## src/rtl/sdf_pkg.sv

```systemverilog
`timescale 1ns/1ps
package sdf_pkg;
    typedef enum logic [1:0] {
        ST_IDLE = 2'd0,
        ST_XFER = 2'd1,
        ST_DONE = 2'd2
    } xfer_st_e;

    localparam logic [5:0] ERR_OVF = 6'h08;
endpackage

```

## src/rtl/sdf_fifo.sv

```systemverilog
`timescale 1ns/1ps
module sdf_fifo #(
    parameter int DW    = 16,
    parameter int DEPTH = 16
) (
    input  logic                          clk,
    input  logic                          rst_n,
    input  logic                          push,
    input  logic [DW-1:0]                 push_data,
    input  logic                          pop,
    output logic [DW-1:0]                 peek,
    output logic [DW-1:0]                 head_q,
    output logic                          full,
    output logic                          empty,
    output logic [$clog2(DEPTH+1)-1:0]    level
);
    localparam int AW = $clog2(DEPTH);
    localparam int CW = $clog2(DEPTH+1);

    logic [DW-1:0] mem [DEPTH];
    logic [AW-1:0] wr_ptr, rd_ptr;
    logic [CW-1:0] lvl_q;
    logic          push_ok, pop_ok;

    assign full    = (lvl_q == CW'(DEPTH));
    assign empty   = (lvl_q == '0);
    assign push_ok = push && !full;
    assign pop_ok  = pop && !empty;
    assign level   = lvl_q;
    assign peek    = mem[rd_ptr];

    always_ff @(posedge clk) begin
        if (push_ok) mem[wr_ptr] <= push_data;
    end

    always_ff @(posedge clk or negedge rst_n) begin
        if (!rst_n) begin
            wr_ptr <= '0;
            rd_ptr <= '0;
            lvl_q  <= '0;
            head_q <= '0;
        end else begin
            if (push_ok) wr_ptr <= (wr_ptr == AW'(DEPTH-1)) ? '0 : wr_ptr + AW'(1);
            if (pop_ok) begin
                rd_ptr <= (rd_ptr == AW'(DEPTH-1)) ? '0 : rd_ptr + AW'(1);
                head_q <= mem[rd_ptr];
            end
            if (push_ok && !pop_ok)      lvl_q <= lvl_q + CW'(1);
            else if (pop_ok && !push_ok) lvl_q <= lvl_q - CW'(1);
        end
    end

    AST_LEVEL_BOUND: assert property (@(posedge clk) disable iff (!rst_n)
        lvl_q <= CW'(DEPTH));
    AST_EMPTY_POP_HOLD: assert property (@(posedge clk) disable iff (!rst_n)
        (pop && empty && !push) |=> ($stable(head_q) && empty));
    AST_FULL_PUSH_DROP: assert property (@(posedge clk) disable iff (!rst_n)
        (push && full && !pop) |=> full);
endmodule

```

## src/rtl/sdf_xfer_ctrl.sv

```systemverilog
`timescale 1ns/1ps
module sdf_xfer_ctrl
    import sdf_pkg::*;
#(
    parameter int BCNT_W = 16,
    parameter int BSZ_W  = 12
) (
    input  logic              clk,
    input  logic              rst_n,
    input  logic              bcnt_we,
    input  logic [BCNT_W-1:0] bcnt_wdata,
    input  logic [BSZ_W-1:0]  bsz_bytes,
    input  logic              beat,
    output xfer_st_e          state,
    output logic              done
);
    localparam int HW_W = BSZ_W - 1;

    xfer_st_e          state_q, state_d;
    logic [HW_W-1:0]   hw_lim, hw_cnt;
    logic [BCNT_W-1:0] blk_cnt, blk_total;
    logic              last_hw, last_blk;

    assign hw_lim   = (bsz_bytes[BSZ_W-1:1] == '0) ? HW_W'(1) : bsz_bytes[BSZ_W-1:1];
    assign last_hw  = (hw_cnt == hw_lim - HW_W'(1));
    assign last_blk = (blk_cnt == blk_total - BCNT_W'(1));

    always_comb begin
        state_d = state_q;
        if (bcnt_we) begin
            state_d = (bcnt_wdata == '0) ? ST_IDLE : ST_XFER;
        end else begin
            unique case (state_q)
                ST_IDLE: begin end
                ST_XFER: if (beat && last_hw && last_blk) state_d = ST_DONE;
                ST_DONE: begin end
            endcase
        end
    end

    always_ff @(posedge clk or negedge rst_n) begin
        if (!rst_n) state_q <= ST_IDLE;
        else        state_q <= state_d;
    end

    always_ff @(posedge clk or negedge rst_n) begin
        if (!rst_n) begin
            hw_cnt    <= '0;
            blk_cnt   <= '0;
            blk_total <= '0;
        end else if (bcnt_we) begin
            hw_cnt    <= '0;
            blk_cnt   <= '0;
            blk_total <= bcnt_wdata;
        end else if (beat && state_q == ST_XFER) begin
            if (last_hw) begin
                hw_cnt  <= '0;
                blk_cnt <= blk_cnt + BCNT_W'(1);
            end else begin
                hw_cnt  <= hw_cnt + HW_W'(1);
            end
        end
    end

    always_comb begin
        state = state_q;
        done  = (state_q == ST_DONE);
    end

    AST_DONE_HOLD: assert property (@(posedge clk) disable iff (!rst_n)
        (state_q == ST_DONE && !bcnt_we) |=> (state_q == ST_DONE));
    AST_BCNT_CLEARS: assert property (@(posedge clk) disable iff (!rst_n)
        bcnt_we |=> (hw_cnt == '0 && blk_cnt == '0 && !done));
endmodule

```

## src/rtl/sdf_data_buf.sv

```systemverilog
`timescale 1ns/1ps
module sdf_data_buf
    import sdf_pkg::*;
#(
    parameter int DEPTH  = 16,
    parameter int BCNT_W = 16,
    parameter int BSZ_W  = 12
) (
    input  logic              clk,
    input  logic              rst_n,
    input  logic              host_wr,
    input  logic [15:0]       host_wdata,
    input  logic              host_rd,
    output logic [15:0]       host_rdata,
    input  logic              bsz_we,
    input  logic [BSZ_W-1:0]  bsz_wdata,
    input  logic              bcnt_we,
    input  logic [BCNT_W-1:0] bcnt_wdata,
    input  logic              xfer_dir_wr,
    output logic [15:0]       status,
    input  logic              card_rx_valid,
    input  logic [7:0]        card_rx_byte,
    output logic              card_rx_ready,
    output logic              card_tx_valid,
    output logic [7:0]        card_tx_byte,
    input  logic              card_tx_ready
);
    localparam int CW = $clog2(DEPTH+1);
    localparam logic [BSZ_W-1:0] BSZ_RST = BSZ_W'(512);

    xfer_st_e         xst;
    logic             done, dir_q, rx_ph, tx_ph, in_xfer;
    logic [7:0]       rx_lo;
    logic [5:0]       err_q;
    logic [BSZ_W-1:0] bsz_q;
    logic             rx_take, tx_take, rx_push, tx_pop, beat;
    logic             f_push, f_pop, f_full, f_empty;
    logic [15:0]      f_wdata, f_peek;
    logic [CW-1:0]    f_level;

    assign in_xfer       = (xst == ST_XFER);
    assign card_rx_ready = in_xfer && !dir_q && !f_full;
    assign card_tx_valid = in_xfer && dir_q && !f_empty;
    assign card_tx_byte  = tx_ph ? f_peek[15:8] : f_peek[7:0];
    assign rx_take       = card_rx_valid && card_rx_ready;
    assign tx_take       = card_tx_valid && card_tx_ready;
    assign rx_push       = rx_take && rx_ph;
    assign tx_pop        = tx_take && tx_ph;
    assign beat          = rx_push || tx_pop;

    assign f_push  = dir_q ? host_wr : rx_push;
    assign f_wdata = dir_q ? host_wdata : {card_rx_byte, rx_lo};
    assign f_pop   = dir_q ? tx_pop : host_rd;

    sdf_fifo #(.DW(16), .DEPTH(DEPTH)) u_fifo (
        .clk(clk), .rst_n(rst_n),
        .push(f_push), .push_data(f_wdata), .pop(f_pop),
        .peek(f_peek), .head_q(host_rdata),
        .full(f_full), .empty(f_empty), .level(f_level)
    );

    sdf_xfer_ctrl #(.BCNT_W(BCNT_W), .BSZ_W(BSZ_W)) u_ctrl (
        .clk(clk), .rst_n(rst_n),
        .bcnt_we(bcnt_we), .bcnt_wdata(bcnt_wdata),
        .bsz_bytes(bsz_q), .beat(beat),
        .state(xst), .done(done)
    );

    always_ff @(posedge clk or negedge rst_n) begin
        if (!rst_n) begin
            bsz_q <= BSZ_RST;
            dir_q <= 1'b0;
            err_q <= '0;
            rx_ph <= 1'b0;
            tx_ph <= 1'b0;
            rx_lo <= '0;
        end else begin
            if (bsz_we) bsz_q <= bsz_wdata;
            if (bcnt_we) begin
                dir_q <= xfer_dir_wr;
                err_q <= '0;
                rx_ph <= 1'b0;
                tx_ph <= 1'b0;
            end else begin
                if (host_wr && dir_q && f_full) err_q <= ERR_OVF;
                if (rx_take) begin
                    rx_ph <= !rx_ph;
                    if (!rx_ph) rx_lo <= card_rx_byte;
                end
                if (tx_take) tx_ph <= !tx_ph;
            end
        end
    end

    assign status = {3'b000, done, 3'b000, card_tx_ready, f_full, f_empty, err_q};

    AST_OVF_STICKY: assert property (@(posedge clk) disable iff (!rst_n)
        (err_q == ERR_OVF && !bcnt_we) |=> (err_q == ERR_OVF));
    AST_DONE_NO_BEAT: assert property (@(posedge clk) disable iff (!rst_n)
        (xst == ST_DONE) |-> !beat);
    AST_TX_HAS_DATA: assert property (@(posedge clk) disable iff (!rst_n)
        card_tx_valid |-> (f_level != '0));
endmodule

```

## config.mk

```make
export PLATFORM = sky130hd
export DESIGN_NAME = sdf_data_buf
export DESIGN_NICKNAME = d
export VERILOG_FILES = /design/src/rtl/sdf_pkg.sv /design/src/rtl/sdf_fifo.sv /design/src/rtl/sdf_xfer_ctrl.sv /design/src/rtl/sdf_data_buf.sv
export SDC_FILE = /design/constraint.sdc
export NUM_CORES = 1
export LEC_CHECK = 0
export BUFFER_PORTS_ARGS = -buffer_cell sky130_fd_sc_hd__buf_2
export CAP_MARGIN = 5
export CORE_ASPECT_RATIO = 1.5
export CORE_MARGIN = 2
export CORE_UTILIZATION = 30
export DETAILED_ROUTE_END_ITERATION = 10
export PLACE_DENSITY = 0.47
export SYNTH_ARGS = -nofsm -noshare
export SYNTH_HDL_FRONTEND = slang
export SYNTH_SLANG_ARGS = --single-unit
export TNS_END_PERCENT = 30
```

## constraint.sdc

```tcl
create_clock -name clk -period 3.5 [get_ports clk]
set_input_delay 0.875 -clock clk [delete_from_list [all_inputs] [get_ports clk]]
set_output_delay 0.875 -clock clk [all_outputs]
set_load 0.005 [all_outputs]
```

==> results by group <==
STA
  • Relative slew slack: 58.2%
  • Period Utilization, post-route: 99.8%
  • Post-route clock skew: 0.0276 ns
  • Setup violators final: 0
  • Count of final max-slew check failures: 0
  • Minimum clock period after layout: 3.49 ns
  • Tightest hold margin: 0.322 ns
  • Fin. Hold Viols: 0
  • Setup TNS Final: 0 ns
  • Highest clock frequency the design can meet: 0.286 GHz
  • Measured slew at the worst slew-check pin: 0.627 ns
  • Unrepaired setup endpoints after global routing: true

Drt
  • Overall routed net length: 43.0 mm
  • Total number of vias: approximately 9700
  • Count of unresolved DRC violations after routing: 0
  • Pre-Repair DR Iteration Count: 5
  • Average vias per placed instance: ~5
  • DRC violation total after the first TritonRoute iteration: approximately 640
  • Count of nets left with antenna violations after detail routing: 0
  • Wire length per cell: 22.2 um

Floorplanning
  • Core area: 50700 um2
  • Die Footprint: 53200 um2
  • Height of the die: 282 um
  • Ports placed on the boundary: 103
  • Width of the die: about 190 um
  • Standard-cell row count: about 100
  • Initial Util: 30.4%

Synth
  • Sequential area share after synthesis: 65.6%
  • Number of different library cells in the post-synthesis netlist: 61
  • Netlist area before placement: 15400 um2
  • Synth async-reset ratio: between 20% and 30%
  • Dominant synthesized flop cell: sky130_fd_sc_hd__edfxtp_1
  • Per-instance average area after synthesis: 14.5 um2
  • Cells after synthesis: 1066
  • Number of warnings printed during yosys synthesis: 0
  • Register bit count reported by yosys: between 300 and 400
  • Count of flip-flops with a built-in enable after synthesis: 256

Layout
  • Fraction of final layout cells sized beyond drive strength 1: 35.1%
  • Filler cell count: 4776
  • Final net count: 1318
  • Synth-to-layout area growth: 23.3%

Clock tree
  • CTS sink count: around 350
  • Clock root cell: sky130_fd_sc_hd__clkbuf_16
  • CTS Buffer Depth: 3
  • Num CTS Buffers: 38
  • CTS tree: done
  • Clock network latency to the later pin of the worst-skew pair: 0.55 ns
  • Post-CTS Hold Buffers: 0
  • H-tree lvl count: 2
  • Clk slew on worst S/H paths: around 0.06 ns

Critical path
  • R2R cell count: 12
  • Endpoint type of the worst setup path: primary output
  • Required @ worst endpoint: 2.62 ns
  • Data arrival time of the critical path: 2.62 ns
  • CP max FO: 9
  • Startpoint type of the worst setup path: flip-flop
  • Crit path kind: reg2out

GRT
  • Vias in the first global route: 10200
  • Antenna violations before repair: 0
  • Global route total overflow: 0
  • Total GRT Usage: between 15 and 20%
  • Wire length of the first global-routing pass: 64.3 mm
  • Pin count of the biggest net entering global routing: 46

Pwr
  • Power density over the cells: 721 nW/um2
  • Worst supply voltage drop on vdd: between 0.0003 and 0.0004 V
  • Leakage power figure: 0.00683 uW

Place
  • Detailed Place HPWL: between 20 and 30 mm
  • IO buf count: 90
  • Routability Congestion: 0.799

Status
  • Status: completed

Run
  • Maxcap violations: 0

Worst hold path
  • Hold Path Class: in2async
## state kept, by name, indices dropped and copies added, names as in the netlist
| name | cells |
|---|---|
| bsz_q | 11 |
| dir_q | 1 |
| err_q | 1 |
| rx_lo | 8 |
| rx_ph | 1 |
| tx_ph | 1 |
| u_ctrl.blk_cnt | 16 |
| u_ctrl.blk_total | 16 |
| u_ctrl.hw_cnt | 11 |
| u_ctrl.state | 2 |
| u_fifo.head_q | 16 |
| u_fifo.level | 5 |
| u_fifo.mem | 256 |
| u_fifo.rd_ptr | 4 |
| u_fifo.wr_ptr | 4 |
## final timing paths
check                                                 to                    startpoint  slack [ns]
setup / recovery                         card_tx_byte[7]  u_fifo.rd_ptr[0]$_DFFE_PN0P_       0.008
hold / removal              u_fifo.head_q[3]$_DFFE_PN0P_                         rst_n        0.32
setup reg to reg           u_ctrl.blk_cnt[8]$_DFFE_PN0P_          bsz_q[1]$_DFFE_PN0P_        0.05
hold reg to reg              u_fifo.level[4]$_DFFE_PN0P_   u_fifo.level[4]$_DFFE_PN0P_        0.49
max in group asynchronous   u_fifo.head_q[8]$_DFFE_PN0P_                         rst_n        2.48
min in group clk             u_fifo.level[4]$_DFFE_PN0P_   u_fifo.level[4]$_DFFE_PN0P_        0.49
## cells in the final DEF, fill, tap and decap left out, drive strengths merged, types with 20 or more instances in the layout
cell	synthesis	final
a21oi	39	39
a31oi	29	29
buf	33	193
clkbuf	35	48
dfrtp	96	96
edfxtp	256	256
mux2	63	63
mux2i	54	54
mux4	32	32
nand2	51	51
nand3	20	20
nor2	63	63
nor3	20	20
o21ai	64	64
xnor2	28	28
## cells by family (layout without fill, tap and decap cells)
family	after synthesis	count (layout)	synth area share, %
DFF	353	353	65.6
and+or+nand+nor	225	225	7.39
AOI/OAI and AO/OA	195	196	7.83
muxes	149	149	12.8
buffers and inverters	83	279	2.44
xor gates and xnor gates	46	46	2.70
adders and majority gates	14	14	1.19
other	1	12	0.0243
## Yosys cell counts (4+ instances only)
cell	n	share of area (%)
sky130_fd_sc_hd__a221oi_1	16	0.91
sky130_fd_sc_hd__xor2_1	17	0.97
sky130_fd_sc_hd__dfrtp_1	96	16
sky130_fd_sc_hd__a31oi_1	29	1.2
sky130_fd_sc_hd__nand4_1	7	0.28
sky130_fd_sc_hd__nor2b_1	4	0.16
sky130_fd_sc_hd__mux4_2	32	4.7
sky130_fd_sc_hd__inv_1	15	0.37
sky130_fd_sc_hd__o211ai_1	5	0.24
sky130_fd_sc_hd__clkbuf_1	34	0.83
sky130_fd_sc_hd__or3_1	12	0.49
sky130_fd_sc_hd__nand2b_1	5	0.20
sky130_fd_sc_hd__and2_1	4	0.16
sky130_fd_sc_hd__buf_4	16	0.78
sky130_fd_sc_hd__a21o_1	8	0.39
sky130_fd_sc_hd__mux2i_1	54	3.5
sky130_fd_sc_hd__buf_1	15	0.37
sky130_fd_sc_hd__nand3_1	20	0.65
sky130_fd_sc_hd__a22oi_1	17	0.83
sky130_fd_sc_hd__or4_1	7	0.34
sky130_fd_sc_hd__xnor2_1	28	1.6
sky130_fd_sc_hd__nor2_1	63	1.5
sky130_fd_sc_hd__mux2_2	63	4.6
sky130_fd_sc_hd__nor3_1	20	0.65
sky130_fd_sc_hd__edfxtp_1	256	50
sky130_fd_sc_hd__nand2_1	51	1.2
sky130_fd_sc_hd__o31ai_1	6	0.29
sky130_fd_sc_hd__nor3b_1	5	0.24
sky130_fd_sc_hd__o21ai_0	62	2.0
sky130_fd_sc_hd__and3_1	6	0.24
sky130_fd_sc_hd__a21oi_1	39	1.3
sky130_fd_sc_hd__nor4_1	8	0.32
sky130_fd_sc_hd__ha_1	13	1.1
## through the flow
stage	worst slack (ns)	util [%]	std cells	power [uW]	cell area (um2)
after floorplan	-0.132	-	1076	7760	15500
after global placement	-0.200	34.1	1858	9500	17300
after detailed placement	-0.168	34.1	1858	9550	17300
after CTS	-0.0445	37.1	1938	13800	18800
after global routing	-0.147	37.5	1942	14400	19000
final	0.00789	37.5	1943	13700	19000
## worst max-delay path, stage by stage, from the launching register on
cell and delay, ns:
sky130_fd_sc_hd__dfrtp_4 0.42, sky130_fd_sc_hd__buf_4 0.16, sky130_fd_sc_hd__buf_4 0.13, sky130_fd_sc_hd__buf_4 0.21, sky130_fd_sc_hd__mux4_2 0.52, sky130_fd_sc_hd__a22oi_1 0.29
sky130_fd_sc_hd__a31oi_1 0.17, sky130_fd_sc_hd__buf_2 0.17
## area by class of cell
class,count,area (um2),area share [%]
clock inverters,22,153,0.804
multi-input cells,641,5450,28.7
diodes,1,2.50,0.0132
inverters,15,56.3,0.296
well taps,669,837,4.41
repair buffers,194,1380,7.25
clock buffers,48,998,5.26
flip-flops and latches,353,10100,53.3
## power by group
| group | internal (uW) | switching (uW) |
|---|---|---|
| sequential | 5050 | 317 |
| clock | 2110 | 1650 |
| combinational | 1950 | 2620 |
| total | 9120 | 4580 |
## layer usage
layer	global-route usage, %	up-vias	part of all wire, %	routed length [um]
met5	0	-	0	0
met4	4.95	0	2.6	1110
met3	2.14	53	3.7	1580
met2	31.0	239	54	23400
met1	18.8	4998	39	16900
li1	-	4446	-	-
## repair_timing
item	in CTS	in global routing
setup endpoints to repair	23	29
gates cloned	2	1
pin swaps	30	32
setup buffers	8	3
resized for setup	68	41
Note: power is estimated with default switching activity, not from simulation.
